## config.mk

```make
export PLATFORM = sky130hd
export DESIGN_NAME = dr_eo_and_stage
export DESIGN_NICKNAME = d
export VERILOG_FILES = /design/src/rtl/dr_pkg.sv /design/src/rtl/dr_muller.sv /design/src/rtl/dr_complete.sv /design/src/rtl/dr_eo_lane.sv /design/src/rtl/dr_eo_and_stage.sv
export SDC_FILE = /design/constraint.sdc
export NUM_CORES = 1
export LEC_CHECK = 0
export BUFFER_PORTS_ARGS = -buffer_cell sky130_fd_sc_hd__buf_4
export CORE_UTILIZATION = 40
export CTS_CLUSTER_SIZE = 20
export DETAILED_ROUTE_END_ITERATION = 8
export GPL_TIMING_DRIVEN = 0
export PLACE_DENSITY = 0.69
export SLEW_MARGIN = 5
export SYNTH_ARGS = -nofsm -noshare
export SYNTH_HDL_FRONTEND = slang
export SYNTH_SLANG_ARGS = --single-unit
```

## constraint.sdc

```tcl
create_clock -name clk -period 1.5 [get_ports clk]
set_input_delay 0 -clock clk [delete_from_list [all_inputs] [get_ports clk]]
set_output_delay 0 -clock clk [all_outputs]
set_load 0.005 [all_outputs]
```

## src/rtl/dr_pkg.sv

```systemverilog
package dr_pkg;
  localparam logic [1:0] DR_EMPTY = 2'b00;
  localparam logic [1:0] DR_ZERO  = 2'b01;
  localparam logic [1:0] DR_ONE   = 2'b10;
  localparam logic [1:0] DR_BAD   = 2'b11;
endpackage

```

## src/rtl/dr_muller.sv

```systemverilog
module dr_muller #(
  parameter int N = 3
) (
  input  logic         clk,
  input  logic         rst_n,
  input  logic [N-1:0] din,
  output logic         q
);
  always_ff @(posedge clk) begin
    if (!rst_n)        q <= 1'b0;
    else if (&din)     q <= 1'b1;
    else if (~|din)    q <= 1'b0;
  end

  // the element changes only when its inputs agree
  a_r6_set_only_on_all: assert property (@(posedge clk) disable iff (!rst_n)
    (!q && !(&din)) |=> !q);
  a_r7_clear_only_on_none: assert property (@(posedge clk) disable iff (!rst_n)
    (q && (|din)) |=> q);
endmodule

```

## src/rtl/dr_complete.sv

```systemverilog
module dr_complete
  import dr_pkg::*;
#(
  parameter int LANES = 4
) (
  input  logic [2*LANES-1:0] opa,
  input  logic [2*LANES-1:0] opb,
  output logic [LANES-1:0]   a_valid,
  output logic [LANES-1:0]   b_valid,
  output logic               bad_code
);
  logic [LANES-1:0] a_bad, b_bad;

  for (genvar i = 0; i < LANES; i++) begin : g_lane
    assign a_valid[i] = opa[2*i+1] | opa[2*i];
    assign b_valid[i] = opb[2*i+1] | opb[2*i];
    assign a_bad[i]   = opa[2*i+1 -: 2] == DR_BAD;
    assign b_bad[i]   = opb[2*i+1 -: 2] == DR_BAD;
  end

  assign bad_code = |{a_bad, b_bad};
endmodule

```

## src/rtl/dr_eo_lane.sv

```systemverilog
module dr_eo_lane
  import dr_pkg::*;
(
  input  logic       clk,
  input  logic       rst_n,
  input  logic [1:0] a,
  input  logic [1:0] b,
  input  logic       y_ack,
  output logic [1:0] y
);
  logic       zero_seen, both_one, both_empty;
  logic [1:0] y_nxt;

  assign zero_seen  = (a == DR_ZERO) || (b == DR_ZERO);
  assign both_one   = (a == DR_ONE) && (b == DR_ONE);
  assign both_empty = (a == DR_EMPTY) && (b == DR_EMPTY);

  always_comb begin
    y_nxt = y;
    if (y == DR_EMPTY) begin
      if (!y_ack) begin
        if (zero_seen)     y_nxt = DR_ZERO;
        else if (both_one) y_nxt = DR_ONE;
      end
    end else if (both_empty && y_ack) begin
      y_nxt = DR_EMPTY;
    end
  end

  always_ff @(posedge clk) begin
    if (!rst_n) y <= DR_EMPTY;
    else        y <= y_nxt;
  end

  a_r2_rails_exclusive: assert property (@(posedge clk) disable iff (!rst_n)
    y != DR_BAD);
  a_r3_early_zero: assert property (@(posedge clk) disable iff (!rst_n)
    (y == DR_EMPTY && !y_ack && (a == DR_ZERO || b == DR_ZERO)) |=> y == DR_ZERO);
  a_r4_one_needs_both: assert property (@(posedge clk) disable iff (!rst_n)
    (y == DR_EMPTY && !(a == DR_ONE && b == DR_ONE)) |=> y != DR_ONE);
  a_r5_hold_until_empty: assert property (@(posedge clk) disable iff (!rst_n)
    (y != DR_EMPTY && !(a == DR_EMPTY && b == DR_EMPTY && y_ack)) |=> $stable(y));
endmodule

```

## src/rtl/dr_eo_and_stage.sv

```systemverilog
module dr_eo_and_stage
  import dr_pkg::*;
#(
  parameter int LANES = 4
) (
  input  logic               clk,
  input  logic               rst_n,
  input  logic [2*LANES-1:0] opa_rails,
  input  logic [2*LANES-1:0] opb_rails,
  output logic               in_ack,
  output logic [2*LANES-1:0] res_rails,
  input  logic               res_ack,
  output logic               proto_err
);
  localparam int JOIN_W = 2*LANES + 1;

  logic [LANES-1:0] a_valid, b_valid;
  logic             in_bad, out_bad;
  logic [LANES-1:0] lane_bad;

  dr_complete #(.LANES(LANES)) u_complete (
    .opa      (opa_rails),
    .opb      (opb_rails),
    .a_valid  (a_valid),
    .b_valid  (b_valid),
    .bad_code (in_bad)
  );

  for (genvar i = 0; i < LANES; i++) begin : g_lane
    dr_eo_lane u_lane (
      .clk   (clk),
      .rst_n (rst_n),
      .a     (opa_rails[2*i+1 -: 2]),
      .b     (opb_rails[2*i+1 -: 2]),
      .y_ack (res_ack),
      .y     (res_rails[2*i+1 -: 2])
    );
    assign lane_bad[i] = res_rails[2*i+1 -: 2] == DR_BAD;
  end

  assign out_bad = |lane_bad;

  dr_muller #(.N(JOIN_W)) u_join (
    .clk   (clk),
    .rst_n (rst_n),
    .din   ({a_valid, b_valid, res_ack}),
    .q     (in_ack)
  );

  always_ff @(posedge clk) begin
    if (!rst_n)                proto_err <= 1'b0;
    else if (in_bad || out_bad) proto_err <= 1'b1;
  end

  a_r9_err_sticky: assert property (@(posedge clk) disable iff (!rst_n)
    proto_err |=> proto_err);
  a_r6_ack_waits_for_all: assert property (@(posedge clk) disable iff (!rst_n)
    (!in_ack && !((&a_valid) && (&b_valid) && res_ack)) |=> !in_ack);
  a_r7_ack_waits_for_empty: assert property (@(posedge clk) disable iff (!rst_n)
    (in_ack && ((|a_valid) || (|b_valid) || res_ack)) |=> in_ack);
endmodule

```

Word-level counts from Yosys, hierarchy flattened. Cells that the tools add are included.

Eq/ne operators: 37. Mux-type cells: 22. Bitwise logic cells: 8. Reduce and logical (&&, ||, !) cells: 41.

Operators by type and width (count): == test 2 bit, second input constant (20); two-way mux 2 bit (20); zero test 2 bit (12); == test 2 x 1 -> 1 bit, second input constant (8); logical AND 1 bit (12); != test 3 x 1 -> 1 bit, second input constant (4); AND reduction 3 bit (4); AND reduction 9 bit (1); OR reduction 9 bit (1); != test 2 bit, second input constant (4); OR 1 bit (8); nonzero test 2 bit (4); OR reduction 8 bit (1); logical OR 1 bit (5); OR reduction 4 bit (1); two-way mux 1 bit (2); != test 2 x 1 -> 1 bit, second input constant (1).

Bits in registers: 10. Bits of input ports: 19. Output and inout port bits: 10. Logic and storage cells: 114.

Logic depth before layout (Yosys ltp). Gate-level depths: netlist of the first run.

Depth after elaboration: 6. Mapped depth: 4. Gate-level depth less buffers: 4.

Modules after synthesis. Synthesis of the first run repeated with hierarchy kept, for this count alone.

Cells, all modules: 99. Area total of the unflattened synthesis: 783.3 µm².

Modules (own cells, without submodules): dr_eo_lane (instances 4, cells an instance 18, area each 143.9 µm², seq. area each 40.0 µm²); dr_complete (instances 1, cells an instance 13, area each 86.3 µm², seq. area each 0.0 µm²); dr_muller (instances 1, cells an instance 10, area each 76.3 µm², seq. area each 20.0 µm²); dr_eo_and_stage (instances 1, cells an instance 4, area each 45.0 µm², seq. area each 20.0 µm²).

Worst setup path before layout of the first run. Ideal clock, no wire load.

Kind: register -> register. From: reg g_lane[1].u_lane.y[1]. To: reg g_lane[1].u_lane.y[1]. Library setup time: 119 ps. Data arrival time: 918 ps. Data required time: 1381 ps. Setup slack: 463 ps. Cell stages (with the launch flop): 3. Path buffers: 0. Clock period less this slack: 1037 ps. Cell sequence: dfxtp_1 > or3_1 > o221a_1.

Word-level cells in the longest chain between the ends: 3. Elaborated cells between the ends (all ways): 6. Classes of those cells: eq/ne: 2; mux: 1; reduce/logical: 3.

Ends and longest elaborated chain: start, declared (RTL line dr_eo_lane.sv:9) `output logic [1:0] y`; start signal, assigned (RTL line dr_eo_lane.sv:32) `else y <= y_nxt;`; zero test 2 bit (*) (RTL line dr_eo_lane.sv:20) `if (y == DR_EMPTY) begin`; != test 3 x 1 -> 1 bit (no line), or another cell as far along; AND reduction 3 bit (no line).

Every way passes the cells marked *; elsewhere a longest branch is shown, timed or not. A chain may end at the register's enable or synchronous reset.

Worst setup path after layout of the first run.
From: reg g_lane[3].u_lane.y[1]. To: reg proto_err.

Word-level cells in the longest chain between the ends: 3.

Ends and longest elaborated chain: start, declared (RTL line dr_eo_lane.sv:9); start signal, assigned (RTL line dr_eo_lane.sv:32); == test 2 bit (RTL line dr_eo_and_stage.sv:38) `assign lane_bad[i] = res_rails[2*i+1 -: 2] == DR_BAD;`; OR reduction 4 bit (RTL line dr_eo_and_stage.sv:41) `assign out_bad = |lane_bad;`; logical OR 1 bit (RTL line dr_eo_and_stage.sv:52) `else if (in_bad || out_bad) proto_err <= 1'b1;`; end signal, assigned (RTL line dr_eo_and_stage.sv:51) `if (!rst_n) proto_err <= 1'b0;`; end signal, assigned (RTL line dr_eo_and_stage.sv:52); end, declared (RTL line dr_eo_and_stage.sv:13) `output logic proto_err`.

No other way between the ends.

==> summary.md, run 1 <==
| Metric | Value |
|---|---|
| Status | finished clean |
| TritonCTS clock tree | built |
| Cells after synthesis | 79 |
| CTS H-tree depth | 1 |
| Grt ovf | 0 |
| Via Count | 724 |
| FP Rows | 13 |
| Leakage | 0.000375 uW |
| Routability cong. | 0.768 |
| Setup crit start kind | flop |
| Routed Wire Length | 1.68 mm |
| Critical path peak fanout | 4 |
| Number of port buffers | 28 |
| Die extent in x | 41.6 microns |
| Initial antenna violation count | 0 |
| Design Area, Final | 880 sq um |
| Number of fill cells | 131 |
| Max Slew Vio Count | 0 |
| Vias per cell | 5.79 |
| Most used DFF post-synth | dfxtp_1 |
| Register area share after synthesis | 31.9% |
| Cell Area, Placed | 857 sq um |
| Area taken by multi-input logic gates | 390 sq um |
| Die height | 41.6 microns |
| Critical path class | reg2reg |
| Tmin final | 1.11 ns |
| Fraction of registers with async set/reset | 0% |
| Detailed placement HPWL | 1.32 mm |
| CTS clk-pin slew, worst paths | 0.06 ns |
| Final-stage net count | 131 |
| Clk root buf | clkbuf_4 |
| Max Fclk | 902 MHz |
| Top cells by count, synth | dfxtp_1 (10), nand2_1 (9), a22oi_1 (8), inv_1 (6) |
| # diodes | 0 |
| Core area | 1380 sq um |
| Worst-Skew Late Latency | 0.26 ns |
| CTS buffer count | 3 |
| Synth area leaders | dfxtp_1 (32%), a22oi_1 (9.6%), nand2_1 (5.4%) |
| CTS Hold Buffers Added | 0 |
| Layout cells sized above 1 | 33.6% |
| Area Overhead vs Synth | 40.0% |
| Period utilization | 73.9% |
| Layout Skew | 0.00141 ns |
| MaxCap Viol Count | 0 |
| Most frequent cell after synthesis | dfxtp_1 |
| Post-CTS setup buffer count | 0 |
| First-pass DRT Iterations | 5 |
| Avg Synthesized Cell Area | 7.95 sq um |
| Vias in the first global route | 654 |
| Post-route ant nets | 0 |
| Flops & latches, synth | 10 |
| Worst slew margin | 66.3% |
| Post-Syn Nets | 98 |
| First-pass GRT wire length | 2.74 mm |
| IO Count | 29 |
| Post-cts resize count | 0 |
| Distinct cells, synth | 28 |
| RSZ-0062 raised after global routing | no |
| Clock tree buffer depth | 2 |
| YS warnings | 0 |
| Fin Setup TNS | 0 ns |
| Crit path required time | 1.65 ns |
| Arr. time, crit path | 1.26 ns |
| Tightest Pin Transition | 0.506 ns |
| Peak VDD IR | 452 uV |
| Initial DRC count | 22 |
| Hold Vio Cnt, Final | 0 |
| Cell taking the most area after synthesis | dfxtp_1 |
| Global Route Usage Sum | 20.6% |
| Die ar. | 1730 sq um |
| Worst Hold Class | in2reg |
| Initial core utilization | 45.4% |
| Clock Sink Count | 10 |
| Power per cell area | 734 nW/um^2 |
| Largest net degree at the start of global routing | 11 |
| DR DRC count | 0 |
| Top cell type's share of synthesized area | 31.9% |
| Register area | 200 sq um |
| Number of synthesized flops with an enable pin | 0 |
| # setup viols final | 0 |
| CP endpoint kind | flop |
| Wire per inst | 13.4 microns |
| Synth Cell Area | 628 sq um |
path summary, 6_finish.rpt:
kind	start	to	slack (ns)	depth (start not counted)
hold reg to reg	g_lane[0].u_lane.y[1]	g_lane[0].u_lane.y[1]	0.51	2
hold / removal	opa_rails[1]	g_lane[0].u_lane.y[1]	0.06	3
setup / recovery	g_lane[3].u_lane.y[1]	proto_err	0.39	3
setup reg to reg	g_lane[3].u_lane.y[1]	proto_err	0.39	3
layout by cell type (no fill, tap or decap):
cell type	n
a21oi_1	1
a21boi_0	4
dfxtp_1	10
nand3_1	3
buf_4	28
clkbuf_1	1
a22oi_1	8
a222oi_1	1
o2111ai_1	1
nor2b_1	2
or4_4	2
nand4b_1	1
inv_1	6
o211ai_1	1
buf_1	1
nor2_1	3
o22a_1	1
nand4_1	1
clkbuf_4	3
o221a_1	2
or3_1	2
nor3_1	2
and2_1	2
o22ai_1	4
o21ai_0	2
nand2_1	9
a211oi_2	2
inv_2	2
nor4_1	4
o21a_1	1
sequential cells by signal, indices dropped and copies added (netlist names):
| register | flops |
|---|---|
| g_lane.u_lane.y | 8 |
| proto_err | 1 |
| u_join.q | 1 |
per-layer routing:
metal	GRT usage, %	routed length (microns)
met5	0	0
met3	4.35	91
met2	29.1	706
met4	14.2	17
met1	27.7	862
cell type report:
class / instances / share of cell area, %
multi-input combinational: 59 / 44.4
timing repair buffer: 28 / 23.9
sequential: 10 / 22.8
inverter: 8 / 3.41
clock buffer: 3 / 2.56
tap: 15 / 2.13
buffer: 2 / 0.853
power by group:
part	switching (uW)	internal, uW	leakage, uW
Sequential	16.9	282	0.0000822
Clock	85.3	92.4	0.0000138
Combinational	76.6	92.4	0.000279
Total	179	467	0.000375
critical path: stages, from the launching register on:
cell,delay (ns)
dfxtp_1,0.34
a222oi_1,0.34
nand3_1,0.13
o21a_1,0.20
cells by family after synthesis:
group / Yosys count / synth area share (%)
simple gates: 31 / 27.1
buf+inv: 10 / 5.98
compound gates: 28 / 35.1
flops: 10 / 31.9
through the flow:
stage,hold slack (ns),util (%),cells,power [uW],setup slack [ns]
floorplan,0.172,-,79,375,0.463
global placement,0.326,62.0,122,471,0.349
detailed placement,0.332,62.0,122,473,0.344
CTS,0.0533,63.6,125,656,0.378
global route,0.0860,63.6,125,686,0.292
finish,0.0602,63.6,125,646,0.391
Power figures use the tool's default switching activity.
==> inputs of run 2 (changes only) <==
Settings changed: ABC_AREA set to 1, PLACE_DENSITY 0.69 to 0.68.
Clock period 1.5 ns to 1 ns, I/O delays scaled along.
==> summary.md, run 2 <==
| Metric | Value |
|---|---|
| Leakage | 0.000638 uW |
| Final setup margin | -0.0262 ns |
| Die ar. | 2200 sq um |
| Vias per cell | 4.74 |
| Detailed placement HPWL | 1.74 mm |
| Regs by FF count | g_lane.u_lane.y x8, proto_err x1, u_join.q x1 |
| Most used cell, CP | nand2_1 |
| CP endpoint kind | flop |
| Setup crit start kind | flop |
| Most frequent cell after synthesis | nand2_1 |
| Register area share after synthesis | 24.8% |
| Number of port buffers | 28 |
| Top cells by count, synth | nand2_1 (57), inv_1 (26), nor2_1 (24) |
| First-pass DRT Iterations | 4 |
| Status | finished with violations |
| Critical path class | reg2reg |
| Dpl ws | -0.0447 ns |
| MaxCap Viol Count | 0 |
| Initial core utilization | 44.7% |
| Layout Skew | 0.00822 ns |
| Clock tree buffer depth | 2 |
| Avg Synthesized Cell Area | 5.23 sq um |
| Fin Setup TNS | -0.0536 ns |
| Most frequent cells in the layout | nand2_1 (56), buf_4 (30), inv_1 (24), nor2_1 (23), nand3_1 (10) |
| First-pass GRT wire length | 3.17 mm |
| Synth area leaders | nand2_1 (27%), dfxtp_1 (25%), inv_1 (12%) |
| Crit-path slowest cell | dfxtp_4 |
| Setup crit end | g_lane[1].u_lane.y[0] |
| Die extent in x | 46.9 microns |
| CTS H-tree depth | 1 |
| YS warnings | 0 |
| Max Fclk | 974 MHz |
| Tot Pwr | 1350 uW |
| Cell Chain, Critical Path | nor2_4 > nor2_1 > nand2_1 > nand2_1 > nand2_1 > nand2_1 > a21oi_2 |
| IO Count | 29 |
| Reg2Reg Depth | 7 |
| Vias in the first global route | 806 |
| Routed Wire Length | 2.23 mm |
| Grt ovf | 0 |
| Die height | 46.9 microns |
| # diodes | 0 |
| Initial DRC count | 19 |
| Routability cong. | 0.760 |
| Flops & latches, synth | 10 |
| Synth Cell Area | 806 sq um |
| Worst-Skew Late Latency | 0.28 ns |
| Largest net degree at the start of global routing | 11 |
| Initial antenna violation count | 0 |
| Most used DFF post-synth | dfxtp_1 |
| CP startpoint | g_lane[1].u_lane.y[1] |
| Wire per inst | 10.4 microns |
| FF-to-FF End | g_lane[1].u_lane.y[0] |
| DR DRC count | 0 |
| Max Slew Vio Count | 0 |
| CTS clk-pin slew, worst paths | 0.08 ns |
| Post-route ant nets | 0 |
| RSZ-0062 raised after global routing | yes |
| Power per cell area | 1160 nW/um^2 |
| FP Rows | 15 |
| Top reg by flops | g_lane.u_lane.y |
| Peak VDD IR | 733 uV |
| Tightest Pin Transition | 0.249 ns |
| Failing checks | setup timing |
| Fraction of registers with async set/reset | 0% |
| Crit-path max cell delay | 0.36 ns |
| Commonest non-fill, non-tap cell in the layout | nand2_1 |
| Via Count | 1,015 |
| Critical path peak fanout | 4 |
| Number of synthesized flops with an enable pin | 0 |
| Cells after synthesis | 154 |
| Clk root buf | clkbuf_4 |
| Cell taking the most area after synthesis | nand2_1 |
| Period utilization | 103% |
| Worst Hold Class | in2reg |
| Post-Syn Nets | 173 |
| Cell Area, Placed | 1050 sq um |
| Core area | 1800 sq um |
| CTS buffer count | 3 |
| Worst slew margin | 83.4% |
| Global Route Usage Sum | 20.9% |
| Non-Filler Instances | 214 |
| Distinct cells, synth | 12 |
| Arr. time, crit path | 1.23 ns |
| # setup viols final | 4 |
| Reg2Reg Setup Slack | -0.03 ns |
| Layout cells sized above 1 | 30.2% |
| Max reg flops | 8 |
| Design Area, Final | 1160 sq um |
| Final-stage net count | 209 |
| TritonCTS clock tree | built |
| DP Cell Count | 207 |
| Clock Sink Count | 10 |
| Hold Vio Cnt, Final | 0 |
| Crit path required time | 1.21 ns |
| Tmin final | 1.03 ns |
| FF-to-FF Start | g_lane[1].u_lane.y[1] |
| Area Overhead vs Synth | 44.6% |
| Top cell type's share of synthesized area | 26.6% |
[run 2: cell types whose count changed after synthesis, sizes merged, moves of 7 or more]
cell,change
inv,+20
a21oi,+10
nand3,+7
a22oi,-8
nand2,+48
nor2,+25
[run 2: what timing repair did]
item | 4_1_cts | 5_1_grt
buffers inserted | 0 | 2
pin swaps | 3 | 8
hold buffers | 1 | 0
resized for setup | 11 | 12
endpoints found under the setup margin | 4 | 7
endpoints found under the hold margin | 1 | 0
[run 2: critical path: cells and delay by family (launching register included)]
family           cells  cell delay, ns
AO/OA/AOI/OAI        1            0.13
flip-flops           1            0.36
AND/OR/NAND/NOR      6            0.46
[run 2: layout make-up]
cell class | count | area (sq um)
Buffer | 1 | 11.3
Clock buffer | 4 | 36.3
Fill cell | 176 | 637
Inverter | 28 | 105
Multi-Input combinational cell | 115 | 526
Sequential cell | 10 | 220
Tap cell | 25 | 31.3
Timing Repair Buffer | 31 | 235
[run 2: report_power, final]
| group | switching (uW) | internal (uW) |
|---|---|---|
| Sequential | 50.8 | 442 |
| Clock | 174 | 222 |
| Combinational | 242 | 223 |
| Total | 467 | 886 |
[run 2: how the worst min path moves through the flow]
stage | from | to | slack, ns | depth (start not counted)
after floorplan | res_ack | u_join.q | 0.12 | 2
after global placement | res_ack | u_join.q | 0.23 | 3
after detailed placement | res_ack | u_join.q | 0.25 | 3
after CTS | rst_n | u_join.q | 0.01 | 3
after global routing | rst_n | u_join.q | 0.03 | 3
final | rst_n | u_join.q | 0.009 | 3
[run 2: routing by layer]
layer / track usage [%] / vias to the layer above / share of wire (%)
met5: 0 / - / 0
met4: 6.86 / 0 / 1.3
met3: 4.62 / 5 / 3.8
met2: 33.9 / 25 / 45
met1: 27.4 / 444 / 50
li1: - / 541 / -
[run 2: kinds of logic (layout without fill, tap and decap cells)]
logic type | Yosys count | after routing | synth area share, %
flops | 10 | 10 | 24.8
simple gates | 100 | 100 | 50.9
compound gates | 15 | 15 | 9.78
buf+inv | 29 | 64 | 14.4
[run 2: through the flow]
stage	hold WS (ns)	util, %
floorplan	0.117	-
global placement	0.226	58.1
detailed placement	0.249	58.1
CTS	0.0138	62.3
global route	0.0266	64.7
finish	0.00863	64.7
